--- src/rtl/srt_pkg.sv ---
package srt_pkg;
    typedef enum logic [1:0] {
        SQ_IDLE = 2'd0,
        SQ_ARB  = 2'd1,
        SQ_ATTR = 2'd2,
        SQ_WAIT = 2'd3
    } sq_state_e;
endpackage

--- src/rtl/rtr_slot_pick.sv ---
// Lowest-index free slot finder for the outstanding table.
module rtr_slot_pick #(
    parameter int DEPTH = 8,
    parameter int IDX_W = 3
) (
    input  logic [DEPTH-1:0] vld_i,
    output logic [IDX_W-1:0] free_idx_o,
    output logic             full_o
);
    always_comb begin
        free_idx_o = '0;
        full_o     = 1'b1;
        for (int i = DEPTH - 1; i >= 0; i--) begin
            if (!vld_i[i]) begin
                free_idx_o = IDX_W'(i);
                full_o     = 1'b0;
            end
        end
    end
endmodule

--- src/rtl/rtr_entry.sv ---
// One outstanding-table slot: valid, generation and remaining beat count.
module rtr_entry #(
    parameter int GEN_W = 2,
    parameter int CNT_W = 11
) (
    input  logic             clk,
    input  logic             rst_n,
    input  logic             alloc_i,
    input  logic [CNT_W-1:0] beats_i,
    input  logic             beat_i,
    output logic             valid_o,
    output logic [GEN_W-1:0] gen_o,
    output logic             last_o
);
    typedef struct packed {
        logic             vld;
        logic [GEN_W-1:0] gen;
        logic [CNT_W-1:0] left;
    } ent_t;

    ent_t ent_d, ent_q;

    always_comb begin
        ent_d = ent_q;
        if (alloc_i) begin
            ent_d.vld  = 1'b1;
            ent_d.left = beats_i;
        end else if (beat_i && ent_q.vld) begin
            if (ent_q.left == CNT_W'(1)) begin
                ent_d.vld = 1'b0;
                ent_d.gen = ent_q.gen + GEN_W'(1);
            end else begin
                ent_d.left = ent_q.left - CNT_W'(1);
            end
        end
    end

    always_ff @(posedge clk) begin
        if (!rst_n) ent_q <= '0;
        else        ent_q <= ent_d;
    end

    assign valid_o = ent_q.vld;
    assign gen_o   = ent_q.gen;
    assign last_o  = ent_q.vld && (ent_q.left == CNT_W'(1));
endmodule

--- src/rtl/rtr_seq.sv ---
// Request sequencer: arbitration request, attribute phase, response handling.
module rtr_seq
    import srt_pkg::*;
#(
    parameter int BC_W  = 12,
    parameter int TAG_W = 5,
    parameter int IDX_W = 3,
    localparam int GEN_W = TAG_W - IDX_W
) (
    input  logic             clk,
    input  logic             rst_n,
    input  logic             rd_valid_i,
    input  logic [BC_W-1:0]  rd_bytes_i,
    output logic             rd_ready_o,
    input  logic             full_i,
    input  logic [IDX_W-1:0] free_idx_i,
    input  logic [GEN_W-1:0] free_gen_i,
    output logic             bus_req_o,
    input  logic             bus_gnt_i,
    output logic             bus_own_o,
    output logic             attr_valid_o,
    output logic [TAG_W-1:0] attr_tag_o,
    output logic [BC_W-1:0]  attr_bytes_o,
    input  logic             resp_valid_i,
    input  logic             resp_split_i,
    output logic             alloc_o,
    output logic [IDX_W-1:0] alloc_idx_o,
    output logic [BC_W-1:0]  alloc_bytes_o,
    output logic             imm_done_o
);
    typedef struct packed {
        sq_state_e        st;
        logic [BC_W-1:0]  bytes;
        logic [IDX_W-1:0] idx;
        logic [TAG_W-1:0] tag;
        logic             imm;
    } seq_t;

    seq_t sq_d, sq_q;

    always_comb begin
        sq_d     = sq_q;
        sq_d.imm = 1'b0;
        alloc_o  = 1'b0;
        case (sq_q.st)
            SQ_IDLE: begin
                if (rd_valid_i && !full_i) begin
                    sq_d.st    = SQ_ARB;
                    sq_d.bytes = rd_bytes_i;
                    sq_d.idx   = free_idx_i;
                    sq_d.tag   = {free_gen_i, free_idx_i};
                end
            end
            SQ_ARB: begin
                if (bus_gnt_i) sq_d.st = SQ_ATTR;
            end
            SQ_ATTR: begin
                sq_d.st = SQ_WAIT;
            end
            SQ_WAIT: begin
                if (resp_valid_i) begin
                    sq_d.st = SQ_IDLE;
                    if (resp_split_i) alloc_o  = 1'b1;
                    else              sq_d.imm = 1'b1;
                end
            end
            default: sq_d.st = SQ_IDLE;
        endcase
    end

    always_ff @(posedge clk) begin
        if (!rst_n) sq_q <= '{st: SQ_IDLE, default: '0};
        else        sq_q <= sq_d;
    end

    assign rd_ready_o    = (sq_q.st == SQ_IDLE) && !full_i;
    assign bus_req_o     = (sq_q.st == SQ_ARB);
    assign bus_own_o     = (sq_q.st == SQ_ATTR) || (sq_q.st == SQ_WAIT);
    assign attr_valid_o  = (sq_q.st == SQ_ATTR);
    assign attr_tag_o    = sq_q.tag;
    assign attr_bytes_o  = sq_q.bytes;
    assign alloc_idx_o   = sq_q.idx;
    assign alloc_bytes_o = sq_q.bytes;
    assign imm_done_o    = sq_q.imm;
endmodule

--- src/rtl/split_req_tracker.sv ---
// Requester-side split-read tracker: sequencer, outstanding table, completion match.
module split_req_tracker #(
    parameter int DEPTH      = 8,
    parameter int TAG_W      = 5,
    parameter int BC_W       = 12,
    parameter int RID_W      = 16,
    parameter int BEAT_BYTES = 4
) (
    input  logic             clk,
    input  logic             rst_n,
    input  logic [RID_W-1:0] own_rid,
    input  logic             rd_valid,
    input  logic [BC_W-1:0]  rd_bytes,
    output logic             rd_ready,
    output logic             bus_req,
    input  logic             bus_gnt,
    output logic             bus_own,
    output logic             attr_valid,
    output logic [TAG_W-1:0] attr_tag,
    output logic [BC_W-1:0]  attr_bytes,
    output logic [RID_W-1:0] attr_rid,
    input  logic             tgt_resp_valid,
    input  logic             tgt_resp_split,
    output logic             imm_done,
    input  logic             cpl_valid,
    input  logic [TAG_W-1:0] cpl_tag,
    input  logic [RID_W-1:0] cpl_rid,
    output logic             retire_valid,
    output logic [TAG_W-1:0] retire_tag,
    output logic             unexp_err
);
    localparam int IDX_W   = $clog2(DEPTH);
    localparam int GEN_W   = TAG_W - IDX_W;
    localparam int BEAT_SH = $clog2(BEAT_BYTES);
    localparam int CNT_W   = BC_W - BEAT_SH + 1;

    logic [DEPTH-1:0]            entry_vld;
    logic [DEPTH-1:0]            entry_last;
    logic [DEPTH-1:0][GEN_W-1:0] entry_gen;
    logic [DEPTH-1:0]            entry_beat;

    logic [IDX_W-1:0] free_idx;
    logic             tbl_full;
    logic             seq_alloc;
    logic [IDX_W-1:0] seq_alloc_idx;
    logic [BC_W-1:0]  seq_alloc_bytes;
    logic [BC_W:0]    bytes_rounded;
    logic [CNT_W-1:0] alloc_beats;

    rtr_slot_pick #(.DEPTH(DEPTH), .IDX_W(IDX_W)) pick_i (
        .vld_i      (entry_vld),
        .free_idx_o (free_idx),
        .full_o     (tbl_full)
    );

    rtr_seq #(.BC_W(BC_W), .TAG_W(TAG_W), .IDX_W(IDX_W)) seq_i (
        .clk           (clk),
        .rst_n         (rst_n),
        .rd_valid_i    (rd_valid),
        .rd_bytes_i    (rd_bytes),
        .rd_ready_o    (rd_ready),
        .full_i        (tbl_full),
        .free_idx_i    (free_idx),
        .free_gen_i    (entry_gen[free_idx]),
        .bus_req_o     (bus_req),
        .bus_gnt_i     (bus_gnt),
        .bus_own_o     (bus_own),
        .attr_valid_o  (attr_valid),
        .attr_tag_o    (attr_tag),
        .attr_bytes_o  (attr_bytes),
        .resp_valid_i  (tgt_resp_valid),
        .resp_split_i  (tgt_resp_split),
        .alloc_o       (seq_alloc),
        .alloc_idx_o   (seq_alloc_idx),
        .alloc_bytes_o (seq_alloc_bytes),
        .imm_done_o    (imm_done)
    );

    assign attr_rid = own_rid;

    // Beats expected: byte count rounded up to whole beats.
    assign bytes_rounded = {1'b0, seq_alloc_bytes} + (BC_W + 1)'(BEAT_BYTES - 1);
    assign alloc_beats   = bytes_rounded[BC_W:BEAT_SH];

    // Completion decode: low tag bits select the slot, high bits the generation.
    logic [IDX_W-1:0] cpl_idx;
    logic [GEN_W-1:0] cpl_gen;
    logic             cpl_hit;

    assign cpl_idx = cpl_tag[IDX_W-1:0];
    assign cpl_gen = cpl_tag[TAG_W-1:IDX_W];
    assign cpl_hit = cpl_valid && entry_vld[cpl_idx]
                  && (entry_gen[cpl_idx] == cpl_gen) && (cpl_rid == own_rid);

    for (genvar g = 0; g < DEPTH; g++) begin : g_slot
        assign entry_beat[g] = cpl_hit && (cpl_idx == IDX_W'(g));
        rtr_entry #(.GEN_W(GEN_W), .CNT_W(CNT_W)) ent_i (
            .clk     (clk),
            .rst_n   (rst_n),
            .alloc_i (seq_alloc && (seq_alloc_idx == IDX_W'(g))),
            .beats_i (alloc_beats),
            .beat_i  (entry_beat[g]),
            .valid_o (entry_vld[g]),
            .gen_o   (entry_gen[g]),
            .last_o  (entry_last[g])
        );
    end

    typedef struct packed {
        logic             ret;
        logic [TAG_W-1:0] rtag;
        logic             err;
    } out_t;

    out_t out_d, out_q;

    always_comb begin
        out_d      = out_q;
        out_d.ret  = cpl_hit && entry_last[cpl_idx];
        out_d.rtag = cpl_tag;
        out_d.err  = out_q.err || (cpl_valid && !cpl_hit);
    end

    always_ff @(posedge clk) begin
        if (!rst_n) out_q <= '0;
        else        out_q <= out_d;
    end

    assign retire_valid = out_q.ret;
    assign retire_tag   = out_q.rtag;
    assign unexp_err    = out_q.err;
endmodule

--- config.mk ---
export PLATFORM = sky130hd
export DESIGN_NAME = split_req_tracker
export DESIGN_NICKNAME = d
export VERILOG_FILES = /design/src/rtl/srt_pkg.sv /design/src/rtl/rtr_slot_pick.sv /design/src/rtl/rtr_entry.sv /design/src/rtl/rtr_seq.sv /design/src/rtl/split_req_tracker.sv
export SDC_FILE = /design/constraint.sdc
export NUM_CORES = 1
export LEC_CHECK = 0
export BUFFER_PORTS_ARGS = -buffer_cell sky130_fd_sc_hd__buf_2
export CAP_MARGIN = 20
export CORE_MARGIN = 2
export CORE_UTILIZATION = 35
export CTS_CLUSTER_SIZE = 28
export DETAILED_ROUTE_END_ITERATION = 8
export GPL_ROUTABILITY_DRIVEN = 0
export SYNTH_ARGS = -nofsm -noshare
export SYNTH_HDL_FRONTEND = slang
export SYNTH_SLANG_ARGS = --single-unit
--- constraint.sdc ---
create_clock -name clk -period 6.8 [get_ports clk]
set_input_delay 0.34 -clock clk [delete_from_list [all_inputs] [get_ports clk]]
set_output_delay 0.34 -clock clk [all_outputs]
set_load 0.02 [all_outputs]
==> metrics <==
status=complete, no violations; Clk Tree Root Cell=clkbuf_16; clock slew at reported path FFs=0.06 ns; largest stage delay on the critical path=about 1.1 ns; DR WL/cell=18.2 um; crit path DAT=between 3 and 4 ns; post-cts repair resize count=0; worst r2r src=g_slot[1].ent_i.valid_o; CTS tree=yes; leakage=3.84 nW; Pins Over Slew Limit=0; Synth cell types=64; Worst Hold Class=primary input to flip-flop; dominant synthesized flop cell=dfxtp_1; FILL cells=approximately 2500; Clock Latency Late Sink=0.43 ns; Ys Warns=0; cts hold-fix bufs=0; post-DR vias/cell=roughly 5.6; register bit count reported by yosys=139; Vias=8433; Total GRT Usage=a little over a fifth; initial antenna violation count=0; first-pass GRT wire length=43.4 mm; layout cells sized above 1=between 10% and 20%; max-cap violations=0; Area growth syn-to-layout=13.4%; Worst Hold Endpoint=seq_i.alloc_bytes_o[9]; reg2reg setup slack=3.29 ns; Antenna Cells=0; die span in x=around 160 um; crit-path leading delay family=simple AND/OR/NAND/NOR gates; # rows=57; CP max-delay cell=nor4_1; Mapped Nets=1198; most frequent cells in the layout=139 x dfxtp_1, 124 x nand2_1, 100 x buf_2; Core Area=~24000 sq um; Routed Antenna Nets=0; ys async rst share=0%; Hold Startpoint=rd_bytes[9]; worst setup margin=3.29 ns; Die H=162 um; most common cell after layout, fill and taps aside=dfxtp_1; critical path startpoint category=flip-flop; setup TNS=0 ns; # clock sinks=between 100 and 150; H-Tree Depth=4; port bufs=100; Crit Path Class=flip-flop to flip-flop; netlist area before placement=8750 sq um; post-CTS setup buffers=0; crit path buf inv count=0; Initial DRC Count=764; reg-to-reg critical path endpoint=g_slot[4].ent_i.ent_q[1]; unrepaired setup endpoints after global routing=no; R2R depth=7; Syn Inst Count=1122; crit path max fanout=17; Mapped Avg Cell Area=7.80 sq um; CTS buffer count=17; total congestion overflow=0; Final period util=51.6%; Post-synth EDFFs=0; crit-path cells=nand2_1 > and3_4 > nor4_1 > nand4_1 > nor4_1 > nor4b_1 > a311o_1; Finished Cell Area=just under 10000 sq um; vias in the first global route=7940; Worst Tran Pin Value=1.00 ns; io pins=101; power per cell area=~220 nW/um^2; die area=approximately 26000 sq um; DRC Markers=0; starting density of the core=a little over a third; Hold Vio Cnt, Final=0; DP HPWL=18.9 mm; final wirelength=between 20 and 30 mm; largest net degree at the start of global routing=79; crit path capture type=flip-flop; maximum clock frequency=between 0.2 and 0.3 GHz; Max-slew headroom=32.8%; nets=~1200; DP Worst Slack=roughly 2.9 ns; Setup Skew=roughly 0.011 ns; Peak VDD IR=0.000162 V; critical path data required time=7.18 ns; clk buf depth=2; Seq/Total Area, Yosys=between 30% and 40%; Worst Hold Path Cells=3; Initial DRT Pass Iterations=6; Most common cell on crit path=nor4_1; Final setup viols=0; Final Critical Period=3.51 ns; cell area after placement=9330 sq um
==> metal layers <==
| layer | up-vias | track usage [%] | part of all wire [%] |
|---|---|---|---|
| li1 | 4157 | - | - |
| met4 | 0 | 6.88 | 2.0 |
| met5 | - | 0 | 0 |
| met3 | 42 | 4.26 | 7.2 |
| met1 | 3937 | 29.4 | 47 |
| met2 | 297 | 32.1 | 44 |
==> tightest hold or removal path, stage by stage <==
cell	delay (ns)
buf_2	0.10
nand2_1	0.04
a21oi_1	0.05
==> where the power goes <==
part	switching [mW]	internal (mW)
Clock	0.362	0.593
Sequential	0.0293	0.843
Combinational	0.276	0.124
==> flip-flops by register name, indices dropped and copies added, names as in the netlist <==
register	flops
g_slot.ent_i.gen_o	16
unexp_err	1
retire_valid	1
seq_i.alloc_bytes_o	12
g_slot.ent_i.valid_o	8
retire_tag	5
seq_i.attr_tag_o	5
g_slot.ent_i.ent_q	88
seq_i.sq_q	2
seq_i.imm_done_o	1
==> metrics by stage <==
step	power (mW)	hold slack (ns)	instances	utilization (%)
final	2.23	0.141	1507	40.6
after global routing	2.30	0.144	1507	40.6
after CTS	2.23	0.126	1506	40.5
after detailed placement	1.28	0.483	1475	38.1
after global placement	1.28	0.446	1475	38.1
after floorplan	1.15	0.419	1122	-
==> cell families after synthesis <==
group	Yosys count	share of synthesized area, %
buffers and inverters	124	6.86
XOR/XNOR	76	7.60
adder cells (fa/ha/maj)	20	2.86
flip-flops	139	31.8
AND/OR/NAND/NOR	492	29.2
multiplexers	37	4.32
AO/OA/AOI/OAI	234	17.4
==> final cells by class <==
cell class,instances,area [sq um],share of cell area (%)
clock inverter,7,115,1.16
clock buffer,24,472,4.75
timing repair buffer,116,624,6.29
inverter,38,143,1.44
multi-input combinational,859,5390,54.3
sequential,139,2780,28.0
tap,324,405,4.08
==> cells in the mapped netlist, types with 25 or more instances <==
master    instances  area (sq um)
clkbuf_1         44           165
a21oi_1          69           345
o21ai_0          52           260
mux2i_1          31           310
nand3_1          34           170
dfxtp_1         139          2780
inv_1            37           139
nand2_1         124           465
xnor2_1          56           490
nor3_1           60           300
nor4_1           45           282
nor2_1           80           300
nand4_1          25           156
buf_4            33           248
==> how the worst max path moves through the flow <==
stage | depth (start not counted) | slack, ns | from | endpoint
floorplan | 9 | 3.89 | cpl_tag[0] | g_slot[7].ent_i.ent_q[10]
global placement | 9 | 3.00 | cpl_tag[0] | g_slot[4].ent_i.ent_q[1]
detailed placement | 9 | 2.92 | cpl_tag[0] | g_slot[1].ent_i.ent_q[10]
CTS | 8 | 3.31 | g_slot[4].ent_i.gen_o[0] | g_slot[4].ent_i.ent_q[1]
global route | 7 | 2.95 | g_slot[1].ent_i.valid_o | g_slot[4].ent_i.ent_q[1]
finish | 7 | 3.29 | g_slot[1].ent_i.valid_o | g_slot[4].ent_i.ent_q[1]
Power figures use the tool's default switching activity.
